<file path="src/rtl/sync_hold_pkg.sv">
package sync_hold_pkg;

  localparam int CODE_W    = 8;
  localparam int PAYLOAD_W = 13;

  // Code of the synchronization command; its value is part of the link protocol.
  localparam logic [CODE_W-1:0] SYNC_CODE = 8'd3;

  typedef enum logic {
    MODE_FREE   = 1'b0,
    MODE_LOCKED = 1'b1
  } op_mode_t;

endpackage

</file>
<file path="src/rtl/sync_cmd_filter.sv">
// Picks synchronization records out of the command stream and aligns the payload.
module sync_cmd_filter
  import sync_hold_pkg::*;
#(
  parameter int CW_W = 12
) (
  input  logic                 rec_valid,
  input  logic [CODE_W-1:0]    rec_code,
  input  logic [PAYLOAD_W-1:0] rec_payload,
  output logic                 hit,
  output logic [CW_W-1:0]      word
);

  localparam int DROP_W = PAYLOAD_W - CW_W;

  assign hit = rec_valid && (rec_code == SYNC_CODE);

  generate
    if (DROP_W == 0) begin : g_full
      assign word = rec_payload;
    end else begin : g_trim
      logic drop_unused;
      assign word        = rec_payload[PAYLOAD_W-1 -: CW_W];
      assign drop_unused = ^rec_payload[DROP_W-1:0];
    end
  endgenerate

endmodule

</file>
<file path="src/rtl/sync_mode_fsm.sv">
// Mode 1 until the first sync command, then mode 2 until reset.
module sync_mode_fsm
  import sync_hold_pkg::*;
(
  input  logic     clk,
  input  logic     rst,
  input  logic     hit,
  output op_mode_t mode_q,
  output op_mode_t mode_d
);

  always_comb begin
    mode_d = mode_q;
    if (hit) mode_d = MODE_LOCKED;
  end

  always_ff @(posedge clk) begin
    if (rst) mode_q <= MODE_FREE;
    else     mode_q <= mode_d;
  end

endmodule

</file>
<file path="src/rtl/sync_loss_timer.sv">
// Counts edges since the last sync command while locked and flags expiry.
module sync_loss_timer #(
  parameter int TMO_W = 16
) (
  input  logic             clk,
  input  logic             rst,
  input  logic             armed,
  input  logic             kick,
  input  logic [TMO_W-1:0] limit,
  output logic             lost_q,
  output logic             lost_d
);

  logic [TMO_W-1:0] cnt_q, cnt_d;
  logic [TMO_W:0]   cnt_inc;

  assign cnt_inc = {1'b0, cnt_q} + (TMO_W+1)'(1);

  always_comb begin
    cnt_d  = cnt_q;
    lost_d = lost_q;
    if (kick) begin
      cnt_d  = '0;
      lost_d = 1'b0;
    end else if (armed && !lost_q) begin
      cnt_d = cnt_inc[TMO_W-1:0];
      if (cnt_inc >= {1'b0, limit}) lost_d = 1'b1;
    end
  end

  always_ff @(posedge clk) begin
    if (rst) begin
      cnt_q  <= '0;
      lost_q <= 1'b0;
    end else begin
      cnt_q  <= cnt_d;
      lost_q <= lost_d;
    end
  end

endmodule

</file>
<file path="src/rtl/sync_hold_ctrl.sv">
module sync_hold_ctrl
  import sync_hold_pkg::*;
#(
  parameter int CW_W  = 12,
  parameter int TMO_W = 16
) (
  input  logic                 clk,
  input  logic                 rst,
  input  logic                 cmd_valid,
  input  logic [7:0]           cmd_code,
  input  logic [12:0]          cmd_payload,
  input  logic [TMO_W-1:0]     timeout_limit,
  output logic [CW_W-1:0]      ctrl_word,
  output logic                 mode2,
  output logic                 sync_lost,
  output logic                 ident_req
);

  localparam logic [CW_W-1:0] MID_SCALE = CW_W'(1) << (CW_W - 1);

  logic            hit;
  logic [CW_W-1:0] new_word;
  op_mode_t        mode_q, mode_d;
  logic            lost_q, lost_d;
  logic [CW_W-1:0] word_q;
  logic            ident_q;

  sync_cmd_filter #(.CW_W(CW_W)) u_filter (
    .rec_valid   (cmd_valid),
    .rec_code    (cmd_code),
    .rec_payload (cmd_payload),
    .hit         (hit),
    .word        (new_word)
  );

  sync_mode_fsm u_mode (
    .clk    (clk),
    .rst    (rst),
    .hit    (hit),
    .mode_q (mode_q),
    .mode_d (mode_d)
  );

  sync_loss_timer #(.TMO_W(TMO_W)) u_timer (
    .clk    (clk),
    .rst    (rst),
    .armed  (mode_q == MODE_LOCKED),
    .kick   (hit),
    .limit  (timeout_limit),
    .lost_q (lost_q),
    .lost_d (lost_d)
  );

  // Control word: loaded by sync commands, held otherwise.
  always_ff @(posedge clk) begin
    if (rst)      word_q <= MID_SCALE;
    else if (hit) word_q <= new_word;
  end

  // Identification request, registered from next-state values.
  always_ff @(posedge clk) begin
    if (rst) ident_q <= 1'b1;
    else     ident_q <= (mode_d == MODE_FREE) || lost_d;
  end

  assign ctrl_word = word_q;
  assign mode2     = (mode_q == MODE_LOCKED);
  assign sync_lost = lost_q;
  assign ident_req = ident_q;

endmodule

</file>
<file path="config.mk">
export PLATFORM = sky130hd
export DESIGN_NAME = sync_hold_ctrl
export DESIGN_NICKNAME = d
export VERILOG_FILES = /design/src/rtl/sync_hold_pkg.sv /design/src/rtl/sync_cmd_filter.sv /design/src/rtl/sync_mode_fsm.sv /design/src/rtl/sync_loss_timer.sv /design/src/rtl/sync_hold_ctrl.sv
export SDC_FILE = /design/constraint.sdc
export NUM_CORES = 1
export LEC_CHECK = 0
export BUFFER_PORTS_ARGS = -buffer_cell sky130_fd_sc_hd__buf_4
export CAP_MARGIN = 40
export CORE_MARGIN = 5
export CORE_UTILIZATION = 40
export DETAILED_ROUTE_END_ITERATION = 8
export PLACE_DENSITY_LB_ADDON = 0.08
export RECOVER_POWER = 25
export SLEW_MARGIN = 20
export SYNTH_ARGS = -nofsm -noshare
export SYNTH_HDL_FRONTEND = slang
export SYNTH_SLANG_ARGS = --single-unit
</file>
<file path="constraint.sdc">
create_clock -name clk -period 3.2 [get_ports clk]
set_clock_uncertainty 0.1 [all_clocks]
set_input_delay 0.16 -clock clk [delete_from_list [all_inputs] [get_ports clk]]
set_output_delay 0.16 -clock clk [all_outputs]
set_load 0.02 [all_outputs]
</file>
==> out/results.ini <==
[run_status]
status = finished clean

[detailed_routing]
drt-total-wl_um = 4210
post_drt_wl_per_cell_um = 12.5
via_per_inst = 4.90
postRouteAntennaNets = 0
first_pass_iters = 4
route.detailed.drc = 0
drt_iter0_drc = 67
vias = 1648

[global_route]
grt_pass1_vias = 1626
antenna_found_initial = 0
grt_overflow = 0
grt_pass1_wl_um = 7080
grt_max_degree = 17
grtUsageTotal_pct = 13.9

[yosys]
netlist_top_cells_count = dfxtp_1, nor2_1, nand2_1
netlist_instances = 222
synth_area_leaders = dfxtp_1, ha_1, xor2_1
syn_nets = 279
synth_top_area_share_pct = 32.4
synth-edff-count = 0
synth_seq_area_share_pct = 32.4
yosysMostFrequentCell = dfxtp_1
async_flop_share_pct = 0
synth-main-ff-cell = dfxtp_1
avgSynthCellArea_um2 = 8.62
synth_cell_types = 35
synth_top_area_cell = dfxtp_1
ys_ff_latch = 31
synthesis.area_um2 = 1910
yosys_warnings = 0

[job]
drv_cap = 0

[critical_path]
worstPathCellList = ha_1, nand3_1, nor2_1, and3_1, xor2_1, ha_1, nand4_1, nor4_1, a211oi_1, and3_1, a32oi_1
critPathTopFamily = simple AND/OR/NAND/NOR gates
path_buf_inv = 0
critPathCaptureType = flip-flop
path_class = reg2reg
slowest_stage = dfxtp_1
critPathMaxStageDelay_ns = 0.36
critical_path_arrival_ns = 2.94
cp-start-kind = flip-flop
critPathRequiredTime_ns = 3.30
cp_max_fo = 6

[power_and_ir_drop]
leakage_nw = 1.10
switching_share_pct = 20.2
power.density_nw_per_um2 = 346
p_seq_share_pct = 45.5
power.share.clock_pct = 46.7
power_frac_comb_pct = 7.8
ir_worst_vdd_mv = 0.236
p_switching_uw = 171
power_uw = 849
power.internal_uw = 678

[clocking]
postCtsSetupBuffers = 0
clockBufferDepth = 2
root_buffer = clkbuf_8
cts_sinks = 31
clk_pin_slew_ns = 0.07
holdBufCountCts = 1
cts_tree = done
htreeDepth = 2
cts_buffers = 5
ctsResizeCount = 0
clock_latency_ns = 0.27

[layout]
final_util_pct = 52.2
nets = 338
areaGrowthSynthToFinish_pct = 28.0
antenna_cells = 0
drive_gt1_share_pct = 24.5

[sta]
worst_pin_slew_ns = 0.304
maxSlewHeadroom_pct = 79.6
fin_crit_ns = 2.85
tns_ns = 0
setup_viol = 0
max_freq_ghz = 0.351
hold_viol = 0
rsz0062_at_grt = false
hold_slack_ns = 0.0186
finalCritPeriodShare_pct = 89.0
final_max_slew_viol_count = 0

[floorplanning]
die_area_um2 = 6270
dieWidth_um = 79.2
initial_utilization_pct = 40.8
die_h_um = 79.2
io_pins = 55
num_rows = 25
core_area_um2 = 4690

[placed_design]
gp_congestion = 0.763
portBuffers = 53
hpwlAfterDp_um = 3330

[min_path]
hold_path.class = in2reg

## path summary, 6_finish.rpt
check,start,endpoint,slack (ns),cells after the start
worst max register to register,u_timer.cnt_q[1],ident_req,0.35,11
worst max-delay path,u_timer.cnt_q[1],ident_req,0.35,11
worst min-delay path,cmd_payload[9],ctrl_word[8],0.02,3
worst min register to register,ctrl_word[11],ctrl_word[11],0.38,2
## layer usage
metal	track usage, %	part of all wire (%)
met5	0	0
met4	3.09	0.55
met3	3.63	4.3
met2	23.5	48
met1	17.8	47
## cells in the final DEF, fill, tap and decap left out, drive strengths merged, types with 2 or more instances in the layout
| cell | n |
|---|---|
| buf | 48 |
| nor2 | 33 |
| dfxtp | 31 |
| nand2 | 18 |
| inv | 17 |
| ha | 17 |
| clkbuf | 17 |
| xor2 | 15 |
| mux2i | 12 |
| xnor2 | 10 |
| nand3 | 9 |
| nand4 | 8 |
| a21oi | 8 |
| o21ai | 5 |
| and4 | 4 |
| nor3 | 4 |
| or3 | 3 |
| nor4 | 3 |
| and2 | 2 |
| and3 | 2 |
| a211oi | 2 |
| a21o | 2 |
## stage by stage
stage,area (µm²),setup WS (ns),cells
floorplan,1910,0.589,222
global placement,2360,0.412,326
detailed placement,2360,0.363,326
CTS,2480,0.349,335
global route,2450,0.105,336
finish,2450,0.354,336
## area by class of cell
type	instances	area [µm²]
clock buffers	6	82.6
well taps	54	67.6
clock inverters	2	35.0
inverters	17	63.8
multi-input cells	166	1170
flip-flops and latches	31	621
repair buffers	60	412
fillers	484	2240
## state kept, by name, indices dropped and copies added (netlist names)
register        cells
ctrl_word          12
ident_req           1
u_mode.mode_q       1
u_timer.cnt_q      16
u_timer.lost_q      1
## power groups by stage
stage               clock network (mW)  registers (mW)  logic, mW
finish                           0.396           0.386     0.0665
global route                     0.430           0.386     0.0740
CTS                              0.411           0.386     0.0678
detailed placement                   0           0.395     0.0665
global placement                     0           0.395     0.0654
floorplan                            0           0.395     0.0267
## cell families after synthesis
group           Yosys count  share of synthesized area, %
fa+ha+maj                17                          11.1
mux                      12                          6.27
buf+inv                  25                          6.54
xor+xnor                 25                          11.4
simple gates             91                          25.7
compound gates           21                          6.54
flops                    31                          32.4
## tightest hold or removal path: stages
cell	delay (ns)
buf_4	0.08
mux2i_1	0.05
nor2_1	0.07
Power figures use the tool's default switching activity.
